==> config.mk <==
export PLATFORM = sky130hd
export DESIGN_NAME = disp_mmio_decoder
export DESIGN_NICKNAME = d
export VERILOG_FILES = /design/src/rtl/disp_mmio_pkg.sv /design/src/rtl/dmw_region_decode.sv /design/src/rtl/dmw_legacy_bridge.sv /design/src/rtl/dmw_ext_regs.sv /design/src/rtl/disp_mmio_decoder.sv
export SDC_FILE = /design/constraint.sdc
export NUM_CORES = 1
export LEC_CHECK = 0
export ABC_AREA = 1
export BUFFER_PORTS_ARGS = -buffer_cell sky130_fd_sc_hd__buf_2
export CAP_MARGIN = 20
export CELL_PAD_IN_SITES_DETAIL_PLACEMENT = 1
export CELL_PAD_IN_SITES_GLOBAL_PLACEMENT = 2
export CORE_MARGIN = 2
export CORE_UTILIZATION = 19
export CTS_BUF_LIST = sky130_fd_sc_hd__clkbuf_2
export DETAILED_ROUTE_END_ITERATION = 8
export PLACE_DENSITY = 0.88
export SLEW_MARGIN = 20
export SYNTH_ARGS = -nofsm -noshare
export SYNTH_HDL_FRONTEND = slang
export SYNTH_SLANG_ARGS = --single-unit
export TNS_END_PERCENT = 10
==> constraint.sdc <==
create_clock -name clk -period 2.6 [get_ports clk]
set_clock_uncertainty 0.1 [all_clocks]
set_input_delay 0 -clock clk [delete_from_list [all_inputs] [get_ports clk]]
set_output_delay 0 -clock clk [all_outputs]
set_load 0.03 [all_outputs]
==> src/rtl/disp_mmio_pkg.sv <==
// Package: shared types for the display register window decoder.
// Holds the region select enumeration and the host access size codes.
package disp_mmio_pkg;

    typedef enum logic [2:0] {
        RG_NONE = 3'd0,
        RG_ROM  = 3'd1,
        RG_LEG  = 3'd2,
        RG_MODE = 3'd3,
        RG_EXT  = 3'd4
    } region_e;

    localparam logic [1:0] SZ_1 = 2'd0;
    localparam logic [1:0] SZ_2 = 2'd1;
    localparam logic [1:0] SZ_4 = 2'd2;

endpackage

==> src/rtl/dmw_region_decode.sv <==
// Module: dmw_region_decode
// Turns a window byte offset into a region select and an offset that is
// relative to the base of that region. Purely combinational.
// Assumes the regions do not overlap. A disabled region decodes as RG_NONE.
module dmw_region_decode
    import disp_mmio_pkg::*;
#(
    parameter int ADDR_W    = 12,
    parameter bit ROM_EN    = 1'b1,
    parameter bit EXT_EN    = 1'b1,
    parameter int ROM_SIZE  = 1024,
    parameter int LEG_BASE  = 'h400,
    parameter int LEG_SIZE  = 32,
    parameter int MODE_BASE = 'h500,
    parameter int MODE_SIZE = 24,
    parameter int EXT_BASE  = 'h600,
    parameter int EXT_SIZE  = 8
) (
    input  logic [ADDR_W-1:0] addr,
    output region_e           region,
    output logic [ADDR_W-1:0] offset
);

    localparam int AW1 = ADDR_W + 1;
    localparam logic [AW1-1:0] ROM_HI  = AW1'(ROM_SIZE);
    localparam logic [AW1-1:0] LEG_LO  = AW1'(LEG_BASE);
    localparam logic [AW1-1:0] LEG_HI  = AW1'(LEG_BASE + LEG_SIZE);
    localparam logic [AW1-1:0] MODE_LO = AW1'(MODE_BASE);
    localparam logic [AW1-1:0] MODE_HI = AW1'(MODE_BASE + MODE_SIZE);
    localparam logic [AW1-1:0] EXT_LO  = AW1'(EXT_BASE);
    localparam logic [AW1-1:0] EXT_HI  = AW1'(EXT_BASE + EXT_SIZE);

    logic [AW1-1:0] a_ext;
    assign a_ext = {1'b0, addr};

    // Region match and base subtraction.
    always_comb begin
        region = RG_NONE;
        offset = '0;
        if (ROM_EN && (a_ext < ROM_HI)) begin
            region = RG_ROM;
            offset = addr;
        end else if ((a_ext >= LEG_LO) && (a_ext < LEG_HI)) begin
            region = RG_LEG;
            offset = addr - ADDR_W'(LEG_BASE);
        end else if ((a_ext >= MODE_LO) && (a_ext < MODE_HI)) begin
            region = RG_MODE;
            offset = addr - ADDR_W'(MODE_BASE);
        end else if (EXT_EN && (a_ext >= EXT_LO) && (a_ext < EXT_HI)) begin
            region = RG_EXT;
            offset = addr - ADDR_W'(EXT_BASE);
        end
    end

endmodule

==> src/rtl/dmw_legacy_bridge.sv <==
// Module: dmw_legacy_bridge
// Maps the legacy area onto byte-wide display ports.
// A 2-byte write becomes two port writes: the low byte goes out in the
// access cycle and the high byte to the next port in the following cycle.
// A 2-byte read takes both bytes at once from the port side.
// Assumes the host leaves one idle cycle after each access, so that a
// pending high byte never meets a new request.
module dmw_legacy_bridge
    import disp_mmio_pkg::*;
#(
    parameter int                  LEG_AW    = 5,
    parameter int                  PORT_W    = 10,
    parameter logic [PORT_W-1:0]   PORT_BASE = 10'h3C0
) (
    input  logic              clk,
    input  logic              rst_n,
    input  logic              sel,
    input  logic              h_rd,
    input  logic              h_wr,
    input  logic [1:0]        h_size,
    input  logic [LEG_AW-1:0] ofs,
    input  logic [15:0]       wdata,
    output logic [PORT_W-1:0] lp_addr,
    output logic              lp_wr,
    output logic              lp_rd,
    output logic [7:0]        lp_wdata,
    input  logic [7:0]        lp_rdata_lo,
    input  logic [7:0]        lp_rdata_hi,
    output logic [15:0]       rdata
);

    localparam logic [PORT_W-1:0] PORT_TOP = PORT_BASE + PORT_W'(1 << LEG_AW);

    logic              acc_ok;
    logic              pend_q;
    logic [PORT_W-1:0] pend_addr_q;
    logic [7:0]        pend_data_q;
    logic [PORT_W-1:0] base_addr;

    assign acc_ok    = sel && ((h_size == SZ_1) || (h_size == SZ_2));
    assign base_addr = PORT_BASE + PORT_W'(ofs);

    // Hold the high byte of a split write for one cycle.
    always_ff @(posedge clk) begin
        if (!rst_n) begin
            pend_q      <= 1'b0;
            pend_addr_q <= '0;
            pend_data_q <= '0;
        end else begin
            pend_q      <= !pend_q && acc_ok && h_wr && (h_size == SZ_2);
            pend_addr_q <= base_addr + PORT_W'(1);
            pend_data_q <= wdata[15:8];
        end
    end

    // Port strobes: a pending high byte takes precedence over a new request.
    always_comb begin
        lp_addr  = pend_q ? pend_addr_q : base_addr;
        lp_wdata = pend_q ? pend_data_q : wdata[7:0];
        lp_wr    = pend_q || (acc_ok && h_wr);
        lp_rd    = !pend_q && acc_ok && h_rd;
    end

    // Read data assembly, low port in the low byte.
    always_comb begin
        rdata = '0;
        if (acc_ok) begin
            rdata = (h_size == SZ_2) ? {lp_rdata_hi, lp_rdata_lo} : {8'h00, lp_rdata_lo};
        end
    end

    AST_HI_AFTER_LO: assert property (@(posedge clk) disable iff (!rst_n)
        (!pend_q && acc_ok && h_wr && (h_size == SZ_2)) |=> (lp_wr && (lp_addr == $past(lp_addr) + PORT_W'(1))))
        else $error("high byte did not follow low byte");

    AST_PORT_RANGE: assert property (@(posedge clk) disable iff (!rst_n)
        (lp_wr || lp_rd) |-> ((lp_addr >= PORT_BASE) && (lp_addr <= PORT_TOP)))
        else $error("legacy port strobe outside port range");

endmodule

==> src/rtl/dmw_ext_regs.sv <==
// Module: dmw_ext_regs
// Extension group: a read-only size register and the byte-order register.
// Only 4-byte accesses act. The flag changes only on an exact code match.
// Undefined offsets read zero.
module dmw_ext_regs
    import disp_mmio_pkg::*;
#(
    parameter int          EXT_AW   = 3,
    parameter logic [31:0] SIZE_VAL = 32'd8,
    parameter logic [31:0] BE_CODE  = 32'hBEBE_BEBE,
    parameter logic [31:0] LE_CODE  = 32'h1E1E_1E1E
) (
    input  logic              clk,
    input  logic              rst_n,
    input  logic              sel,
    input  logic              h_wr,
    input  logic [1:0]        h_size,
    input  logic [EXT_AW-1:0] ofs,
    input  logic [31:0]       wdata,
    output logic [31:0]       rdata,
    output logic              fb_big_endian
);

    localparam logic [EXT_AW-1:0] OFS_SIZE  = EXT_AW'(0);
    localparam logic [EXT_AW-1:0] OFS_ORDER = EXT_AW'(4);

    logic ok4;
    assign ok4 = sel && (h_size == SZ_4);

    // Byte-order flag update on an exact code match.
    always_ff @(posedge clk) begin
        if (!rst_n) begin
            fb_big_endian <= 1'b0;
        end else if (ok4 && h_wr && (ofs == OFS_ORDER)) begin
            if (wdata == BE_CODE) begin
                fb_big_endian <= 1'b1;
            end else if (wdata == LE_CODE) begin
                fb_big_endian <= 1'b0;
            end
        end
    end

    // Read mux for the two defined registers.
    always_comb begin
        rdata = '0;
        if (ok4 && (ofs == OFS_SIZE)) begin
            rdata = SIZE_VAL;
        end else if (ok4 && (ofs == OFS_ORDER)) begin
            rdata = fb_big_endian ? BE_CODE : LE_CODE;
        end
    end

    AST_ODD_VALUE_KEEPS: assert property (@(posedge clk) disable iff (!rst_n)
        (sel && h_wr && (wdata != BE_CODE) && (wdata != LE_CODE)) |=> $stable(fb_big_endian))
        else $error("flag moved on a non-code value");

    AST_BE_CODE_SETS: assert property (@(posedge clk) disable iff (!rst_n)
        (ok4 && h_wr && (ofs == OFS_ORDER) && (wdata == BE_CODE)) |=> fb_big_endian)
        else $error("big-endian code did not set flag");

    AST_SIZE_GATE: assert property (@(posedge clk) disable iff (!rst_n)
        (sel && h_wr && (h_size != SZ_4)) |=> $stable(fb_big_endian))
        else $error("flag moved on a non-4-byte write");

endmodule

==> src/rtl/disp_mmio_decoder.sv <==
// Module: disp_mmio_decoder
// Register window decoder for a display controller. It decodes the host
// offset, routes the access to the ROM, legacy ports, mode registers or
// extension group, and returns read data through a registered valid pulse.
// Assumes at most one of h_rd/h_wr per cycle and one idle cycle after
// every access.
module disp_mmio_decoder
    import disp_mmio_pkg::*;
#(
    parameter int          ADDR_W    = 12,
    parameter bit          ROM_EN    = 1'b1,
    parameter bit          EXT_EN    = 1'b1,
    parameter int          ROM_SIZE  = 1024,
    parameter int          LEG_BASE  = 'h400,
    parameter int          LEG_SIZE  = 32,
    parameter int          MODE_BASE = 'h500,
    parameter int          MODE_SIZE = 24,
    parameter int          EXT_BASE  = 'h600,
    parameter int          EXT_SIZE  = 8,
    parameter logic [9:0]  PORT_BASE = 10'h3C0,
    parameter logic [31:0] BE_CODE   = 32'hBEBE_BEBE,
    parameter logic [31:0] LE_CODE   = 32'h1E1E_1E1E,
    parameter logic [7:0]  BASE_REV  = 8'd1
) (
    input  logic         clk,
    input  logic         rst_n,
    input  logic [11:0]  h_addr,
    input  logic [1:0]   h_size,
    input  logic         h_rd,
    input  logic         h_wr,
    input  logic [31:0]  h_wdata,
    output logic [31:0]  h_rdata,
    output logic         h_rvalid,
    output logic [9:0]   lp_addr,
    output logic         lp_wr,
    output logic         lp_rd,
    output logic [7:0]   lp_wdata,
    input  logic [7:0]   lp_rdata_lo,
    input  logic [7:0]   lp_rdata_hi,
    output logic [3:0]   mr_index,
    output logic         mr_wr,
    output logic         mr_rd,
    output logic [15:0]  mr_wdata,
    input  logic [15:0]  mr_rdata,
    output logic [9:0]   rom_addr,
    input  logic [31:0]  rom_rdata,
    output logic         fb_big_endian,
    output logic [7:0]   revision
);

    localparam int ROM_AW = $clog2(ROM_SIZE);
    localparam int LEG_AW = $clog2(LEG_SIZE);
    localparam int MIDX_W = $clog2(MODE_SIZE / 2);
    localparam int EXT_AW = $clog2(EXT_SIZE);
    localparam int PORT_W = 10;

    region_e           region;
    logic [ADDR_W-1:0] offset;
    logic [15:0]       leg_rdata;
    logic [31:0]       ext_rdata;
    logic [31:0]       rom_masked;
    logic [31:0]       rd_next;
    logic              unused_ofs;

    assign unused_ofs = ^{offset[ADDR_W-1:ROM_AW], offset[0]};

    dmw_region_decode #(
        .ADDR_W(ADDR_W), .ROM_EN(ROM_EN), .EXT_EN(EXT_EN),
        .ROM_SIZE(ROM_SIZE), .LEG_BASE(LEG_BASE), .LEG_SIZE(LEG_SIZE),
        .MODE_BASE(MODE_BASE), .MODE_SIZE(MODE_SIZE),
        .EXT_BASE(EXT_BASE), .EXT_SIZE(EXT_SIZE)
    ) u_decode (
        .addr   (h_addr),
        .region (region),
        .offset (offset)
    );

    dmw_legacy_bridge #(
        .LEG_AW(LEG_AW), .PORT_W(PORT_W), .PORT_BASE(PORT_BASE)
    ) u_legacy (
        .clk         (clk),
        .rst_n       (rst_n),
        .sel         (region == RG_LEG),
        .h_rd        (h_rd),
        .h_wr        (h_wr),
        .h_size      (h_size),
        .ofs         (offset[LEG_AW-1:0]),
        .wdata       (h_wdata[15:0]),
        .lp_addr     (lp_addr),
        .lp_wr       (lp_wr),
        .lp_rd       (lp_rd),
        .lp_wdata    (lp_wdata),
        .lp_rdata_lo (lp_rdata_lo),
        .lp_rdata_hi (lp_rdata_hi),
        .rdata       (leg_rdata)
    );

    dmw_ext_regs #(
        .EXT_AW(EXT_AW), .SIZE_VAL(32'(EXT_SIZE)),
        .BE_CODE(BE_CODE), .LE_CODE(LE_CODE)
    ) u_ext (
        .clk           (clk),
        .rst_n         (rst_n),
        .sel           (region == RG_EXT),
        .h_wr          (h_wr),
        .h_size        (h_size),
        .ofs           (offset[EXT_AW-1:0]),
        .wdata         (h_wdata),
        .rdata         (ext_rdata),
        .fb_big_endian (fb_big_endian)
    );

    // Mode register file: direct indexing by half-word offset.
    always_comb begin
        mr_index = offset[MIDX_W:1];
        mr_wdata = h_wdata[15:0];
        mr_wr    = (region == RG_MODE) && h_wr;
        mr_rd    = (region == RG_MODE) && h_rd;
    end

    // ROM address and size masking of the returned bytes.
    always_comb begin
        rom_addr = offset[ROM_AW-1:0];
        case (h_size)
            SZ_1:    rom_masked = {24'h0, rom_rdata[7:0]};
            SZ_2:    rom_masked = {16'h0, rom_rdata[15:0]};
            SZ_4:    rom_masked = rom_rdata;
            default: rom_masked = '0;
        endcase
    end

    // Read data select by region.
    always_comb begin
        case (region)
            RG_ROM:  rd_next = rom_masked;
            RG_LEG:  rd_next = {16'h0, leg_rdata};
            RG_MODE: rd_next = {16'h0, mr_rdata};
            RG_EXT:  rd_next = ext_rdata;
            default: rd_next = '0;
        endcase
    end

    // Registered read return with a one-cycle valid pulse.
    always_ff @(posedge clk) begin
        if (!rst_n) begin
            h_rvalid <= 1'b0;
            h_rdata  <= '0;
        end else begin
            h_rvalid <= h_rd;
            h_rdata  <= h_rd ? rd_next : '0;
        end
    end

    assign revision = EXT_EN ? 8'd2 : BASE_REV;

    AST_READ_GIVES_VALID: assert property (@(posedge clk) disable iff (!rst_n)
        h_rd |=> h_rvalid)
        else $error("read without valid pulse");

    AST_NO_SPURIOUS_VALID: assert property (@(posedge clk) disable iff (!rst_n)
        !h_rd |=> !h_rvalid)
        else $error("valid without read");

    AST_UNMAPPED_ZERO: assert property (@(posedge clk) disable iff (!rst_n)
        (h_rd && (region == RG_NONE)) |=> (h_rdata == 32'h0))
        else $error("unmapped read returned nonzero");

    AST_UNMAPPED_QUIET: assert property (@(posedge clk) disable iff (!rst_n)
        (region == RG_NONE) |-> (!mr_wr && !mr_rd && !lp_rd))
        else $error("strobe on unmapped offset");

endmodule

; ---- Yosys cells after proc, flatten, opt, wreduce, memory -nomap -nowiden
; Cells that the tools add are included.
[totals]
ff_bits = 53
word_cells = 70
[op_classes]
n_addsub = 5
mux = 19
n_eq_ne = 9
n_reduce_logical = 24
order_cmp = 7
[op_table]
columns = operator, n
row1 = $pmux 32 s4, 1
row2 = $mux 32, 3
row3 = $pmux 32 s3, 1
row4 = $mux 10, 5
row5 = $lt 12x11->1 const B, 4
row6 = $ge 12x11->1 const B, 3
row7 = $eq 32x29->1 const B, 1
row8 = $eq 32x32->1 const B, 1
row9 = $mux 16, 2
row10 = $logic_and 1x1->1, 16
row11 = $mux 3, 4
row12 = $add 10x1->10 const B, 1
row13 = $sub 10x1->10 const B, 1
row14 = $sub 10x10->10 const B, 1
row15 = $sub 10x9->10 const B, 1
row16 = $add 7x6->8 const A, 1
row17 = $mux 8, 1
row18 = $eq 3x2->1 const B, 2
row19 = $eq 3x3->1 const B, 2
row20 = $reduce_and 2->1, 2
row21 = $eq 3x1->1 const B, 1
row22 = $logic_not 3->1, 1
row23 = $eq 2x1->1 const B, 1
row24 = $eq 2x2->1 const B, 1
row25 = other kinds (5), 7

; ---- Depth between registers and ports, before layout
[logic_depth]
ltp_word = 12
depth_mapped = 18
mapped_depth_nobuf = 18

; ---- By module
; A second synthesis with hierarchy kept.
[unflattened]
cells_unflattened = 650
hier_area_um2 = 4028.9
[by_module_without_submodules]
columns = module, instances, cells_per_inst, area_each_um2
row1 = disp_mmio_decoder, 1, 294, 2021.9
row2 = dmw_legacy_bridge, 1, 145, 875.8
row3 = dmw_region_decode, 1, 114, 611.8
row4 = dmw_ext_regs, 1, 97, 519.2

; ---- Worst setup path before layout
; No wires, ideal clock.
[synth_timing]
path_type = input -> register
from = input h_addr[9]
to = register h_rdata[11]
t_arrival_ns = 1.919
setup_slack_ns = 0.461
setup_time_ns = 0.120
required_ns = 2.380
stages = 17
path_cell_list = inv_1 -> ha_1 -> inv_1 -> a21oi_1 -> nand2_1 -> nand2_1 -> inv_2 -> nand2_8 -> inv_2 -> nor2_2 -> inv_2 -> ha_1 -> nand2_1 -> nor2_2 -> nand3_4 -> buf_2 -> a21oi_1
[synth_between]
word_cells_on_any_way = 32
cone_classes = order compare: 7 / eq/ne: 5 / mux: 12 / reduce/logical: 8
[synth_rtl]
columns = element, line
row1 = start: declaration, disp_mmio_decoder.sv:27  ; input logic [11:0] h_addr,
row2 = $ge 12x11->1 or $lt 12x11->1 (tied branches), dmw_region_decode.sv:49  ; end else if (EXT_EN && (a_ext >= EXT_LO) && (a_ext < EXT_HI)) begin
row3 = $logic_and 1x1->1, dmw_region_decode.sv:49
row4 = $mux 10, dmw_region_decode.sv:49
row5 = $mux 10, dmw_region_decode.sv:46  ; end else if ((a_ext >= MODE_LO) && (a_ext < MODE_HI)) begin
row6 = $mux 10, dmw_region_decode.sv:43  ; end else if ((a_ext >= LEG_LO) && (a_ext < LEG_HI)) begin
row7 = $mux 10 *, dmw_region_decode.sv:40  ; if (ROM_EN && (a_ext < ROM_HI)) begin
row8 = net mr_index[0], disp_mmio_decoder.sv:40  ; output logic [3:0] mr_index,
row9 = $eq 3x3->1, dmw_ext_regs.sv:48  ; end else if (ok4 && (ofs == OFS_ORDER)) begin
row10 = $logic_and 1x1->1, dmw_ext_regs.sv:48
row11 = $mux 32, dmw_ext_regs.sv:48
row12 = $mux 32 *, dmw_ext_regs.sv:46  ; if (ok4 && (ofs == OFS_SIZE)) begin
row13 = $pmux 32 s4 *, disp_mmio_decoder.sv:134  ; case (region)
row14 = end signal: assignment, disp_mmio_decoder.sv:150  ; h_rdata <= h_rd ? rd_next : '0;
row15 = end: declaration, disp_mmio_decoder.sv:32  ; output logic [31:0] h_rdata,
; The timed path passes the listed nets; every way through them passes the cells marked *.
; A chain may end at the register's enable or synchronous reset.

; ---- Worst setup path after layout
[layout_timing]
from = input h_addr[4]
to = register h_rdata[2]
[layout_between]
elab_chain_len = 12
word_cells_on_any_way = 32
cone_classes = order compare: 7 / eq/ne: 5 / mux: 12 / reduce/logical: 8
[layout_lines]
columns = element, line
row1 = $ge 12x11->1 or $lt 12x11->1 (tied branches), dmw_region_decode.sv:49
row2 = $logic_and 1x1->1, dmw_region_decode.sv:49
row3 = $mux 3, dmw_region_decode.sv:49
row4 = $mux 3, dmw_region_decode.sv:46
row5 = $mux 3, dmw_region_decode.sv:43
row6 = $mux 3, dmw_region_decode.sv:40
row7 = $eq 3x3->1, "disp_mmio_decoder.sv:104, disp_mmio_decoder.sv:134"
row8 = $logic_and 1x1->1, dmw_ext_regs.sv:28  ; assign ok4 = sel && (h_size == SZ_4);
row9 = $logic_and 1x1->1, dmw_ext_regs.sv:48
row10 = $mux 32, dmw_ext_regs.sv:48
row11 = $mux 32, dmw_ext_regs.sv:46
row12 = $pmux 32 s4 *, disp_mmio_decoder.sv:134
; Mark *: on every way between the ends. The rest lies on a longest branch, timed or not.

==> reports/summary.txt <==
DRC viols -> 0
RSZ-0062 raised after global routing -> false
Reg-to-reg endpoint -> u_legacy.pend_q
Relative slew slack -> 0.603
Critical path type -> in2reg
CTS root buf -> clkbuf_2
Fin. Hold Viols -> 0
R2r setup slk -> 0.87 ns
Initial antenna violation count -> 3
Number of global-route vias before repair -> 3,970
Die extent in x -> 124 µm
Vias -> 3,683
Setup crit end kind -> register
Floorplan row count -> 43
Status -> finished clean
Fin crit share -> 0.950
Drt total wl -> 13.3 mm
Critical path data required time -> 2.89 ns
YS warnings -> 0
Total Routing Usage GR -> 0.165
CTS clk-pin slew, worst paths -> 0.30 ns
Fillers -> 1,805
Post-Layout Cell Count -> 876
Final net count -> 812
Fin Setup TNS -> 0 ns
Max H-tree Level -> 2
Design area -> 5010 µm²
Pwr/cell area -> 364 nW/µm²
Placed instance count -> 750
Maxcap violations -> 0
Syn Inst Count -> 401
Buffers on Ports -> 199
Die Span Y -> 124 µm
Distinct cells, synth -> 34
Worst flop-to-flop path startpoint -> u_legacy.pend_q
Post-synthesis sequential area ratio -> 0.364
Syn-to-layout area delta -> 82.0%
Final setup fails -> 0
Largest net degree at the start of global routing -> 28
FMAX -> 405 MHz
Worst path arrival time -> 2.76 ns
Number of antenna-violating nets in the routed design -> 0
DRT iter0 DRCs -> 144
Hold WC Path Type -> in2reg
Startpoint class of the critical path -> input port
CTS tree -> yes
Die ar. -> 15,500 µm²
DP Worst Slack -> 0.195 ns
I/O pin cnt -> 208
Worst r2r path cells -> 5
Share of layout cells above drive strength 1 -> 0.354
Final min period -> 2.47 ns
Min-delay src -> h_wdata[16]
DP HPWL -> 9.34 mm
Avg Inst Size Synth -> 6.86 µm²
Hold EP -> u_ext.fb_big_endian
Setup WS post-layout -> 0.131 ns
DP Area -> 3750 µm²
Starting Density -> 0.196
Leak -> 2.62 nW
Worst hold path depth -> 9
CTS Sinks -> 50
Multi-input gate area -> 1280 µm²
Critical path fanouts, max -> 8
Routed len/inst -> 15.2 µm
Drt pass-1 iters -> 4
Clock Path Buffers -> 2
Tot Pwr -> 1.83 mW
Reg area -> 1000 µm²
Cell area after synthesis -> 2750 µm²
Post-synthesis register bit count -> 50
Core Box Area -> 14,000 µm²
Clock Latency Late Sink -> 0.47 ns
First-pass GRT wire length -> 20.4 mm
Worst slew pin tran -> 0.593 ns
Worst vdd ir -> 0.155 mV
Vias per cell -> 4.20
Fin. max-slew vios -> 0
RePlAce Congestion -> 0.768
CTS Buf Count -> 5
GRT Residual Overflow -> 0
## cell usage in the layout, fill, tap and decap left out, types with 2 or more instances in the layout
| master | Yosys | final |
|---|---|---|
| o21ai_0 | 18 | 17 |
| nor2_1 | 24 | 24 |
| inv_1 | 55 | 53 |
| diode_2 | 0 | 4 |
| nand3_1 | 18 | 18 |
| dlygate4sd3_1 | 0 | 105 |
| nor2_4 | 2 | 4 |
| nor4_1 | 3 | 2 |
| nor3_1 | 5 | 5 |
| buf_2 | 3 | 199 |
| a31oi_1 | 2 | 2 |
| nand2_4 | 1 | 2 |
| clkbuf_2 | 0 | 5 |
| a21oi_2 | 2 | 2 |
| nand2_1 | 100 | 99 |
| ha_1 | 7 | 7 |
| a41oi_1 | 3 | 3 |
| nand2_2 | 4 | 4 |
| dlymetal6s4s_1 | 0 | 3 |
| o21ai_1 | 1 | 2 |
| conb_1 | 2 | 8 |
| inv_2 | 9 | 10 |
| dfxtp_1 | 50 | 50 |
| nand4_1 | 8 | 8 |
| buf_4 | 32 | 7 |
| a21oi_1 | 35 | 35 |
## where the power goes
group / switching (mW) / leakage, nW / internal [mW] / total [mW]
combinational: 0.339 / 2.16 / 0.235 / 0.574
clock: 0.286 / 0.0436 / 0.168 / 0.455
sequential: 0.00566 / 0.407 / 0.791 / 0.796
total: 0.631 / 2.62 / 1.19 / 1.83
## per-stage QoR
step	util	hold slack [ns]
floorplan	-	-0.0723
global placement	0.267	0.110
detailed placement	0.267	0.122
CTS	0.350	0.0546
global route	0.357	0.111
finish	0.357	0.0732
## what timing repair did
item                       CTS  global route
hold buffers               109             0
hold endpoints to repair    50             0
setup buffers                0             6
resized for setup            0            13
setup endpoints to repair    0            11
## logic make-up after synthesis
family	share of synthesized area
compound gates	0.126
flops	0.364
simple gates	0.289
other cells	0.00273
fa+ha+maj	0.0318
buf+inv	0.187
## per-layer routing
| metal | vias to the layer above | wire, µm | GRT usage |
|---|---|---|---|
| met5 | - | 0 | 0 |
| met4 | 0 | 364 | 0.0608 |
| met3 | 21 | 607 | 0.0253 |
| met2 | 132 | 7240 | 0.332 |
| met1 | 1726 | 5110 | 0.170 |
| li1 | 1804 | - | - |
## final cells by class
type                       count  share of cell area
inverter                      65              0.0492
sequential                    50               0.200
timing repair buffer         316               0.433
tap                          180              0.0449
clock inverter                 3             0.00949
clock buffer                   5             0.00499
antenna                        4             0.00200
multi-input combinational    253               0.256
## worst max-delay path, cell delays in order
cell and delay (ns):
buf_2 0.11, dlygate4sd3_1 0.57, nand2_1 0.08, nand3_1 0.10
a21oi_2 0.19, nand2_4 0.10, nand2_8 0.12, inv_4 0.07
nor2_4 0.12, inv_2 0.05, ha_1 0.20, nand2_2 0.09
nor2_4 0.05, nand3_4 0.10, buf_12 0.12, a41oi_1 0.09
dlygate4sd3_1 0.60
## sequential cells by signal (all words and copies together) (netlist names)
signal,count
h_rdata,32
u_legacy.pend_data_q,8
u_legacy.pend_addr_q,7
h_rvalid,1
u_ext.fb_big_endian,1
u_legacy.pend_q,1
## worst max path at each step
stage                    from           to  slack (ns)  cells after the start
floorplan           h_addr[9]  h_rdata[11]        0.46                     17
global placement    h_addr[9]  h_rdata[21]        0.32                     18
detailed placement  h_addr[9]  h_rdata[21]        0.19                     18
CTS                 h_addr[4]  h_rdata[20]        0.01                     17
global route        h_addr[0]   h_rdata[2]       0.007                     19
finish              h_addr[4]   h_rdata[2]        0.13                     17
## synth_stat cells, drive strengths merged
cell type | number | area (µm²)
nand2 | 106 | 432
inv | 64 | 240
dfxtp | 50 | 1000
a21oi | 37 | 193
buf | 35 | 255
nor2 | 29 | 131
nand3 | 19 | 108
o21ai | 19 | 95.1
nand4 | 8 | 50.1
ha | 7 | 87.6
nor3 | 6 | 35.0
clkbuf | 4 | 15.0
a41oi | 3 | 26.3
nor4 | 3 | 18.8
a31oi | 2 | 12.5
conb | 2 | 7.51
or2 | 2 | 12.5
a22oi | 1 | 7.51
clkinv | 1 | 3.75
nor3b | 1 | 7.51
o21bai | 1 | 7.51
o22ai | 1 | 6.26
Power figures use the tool's default switching activity.
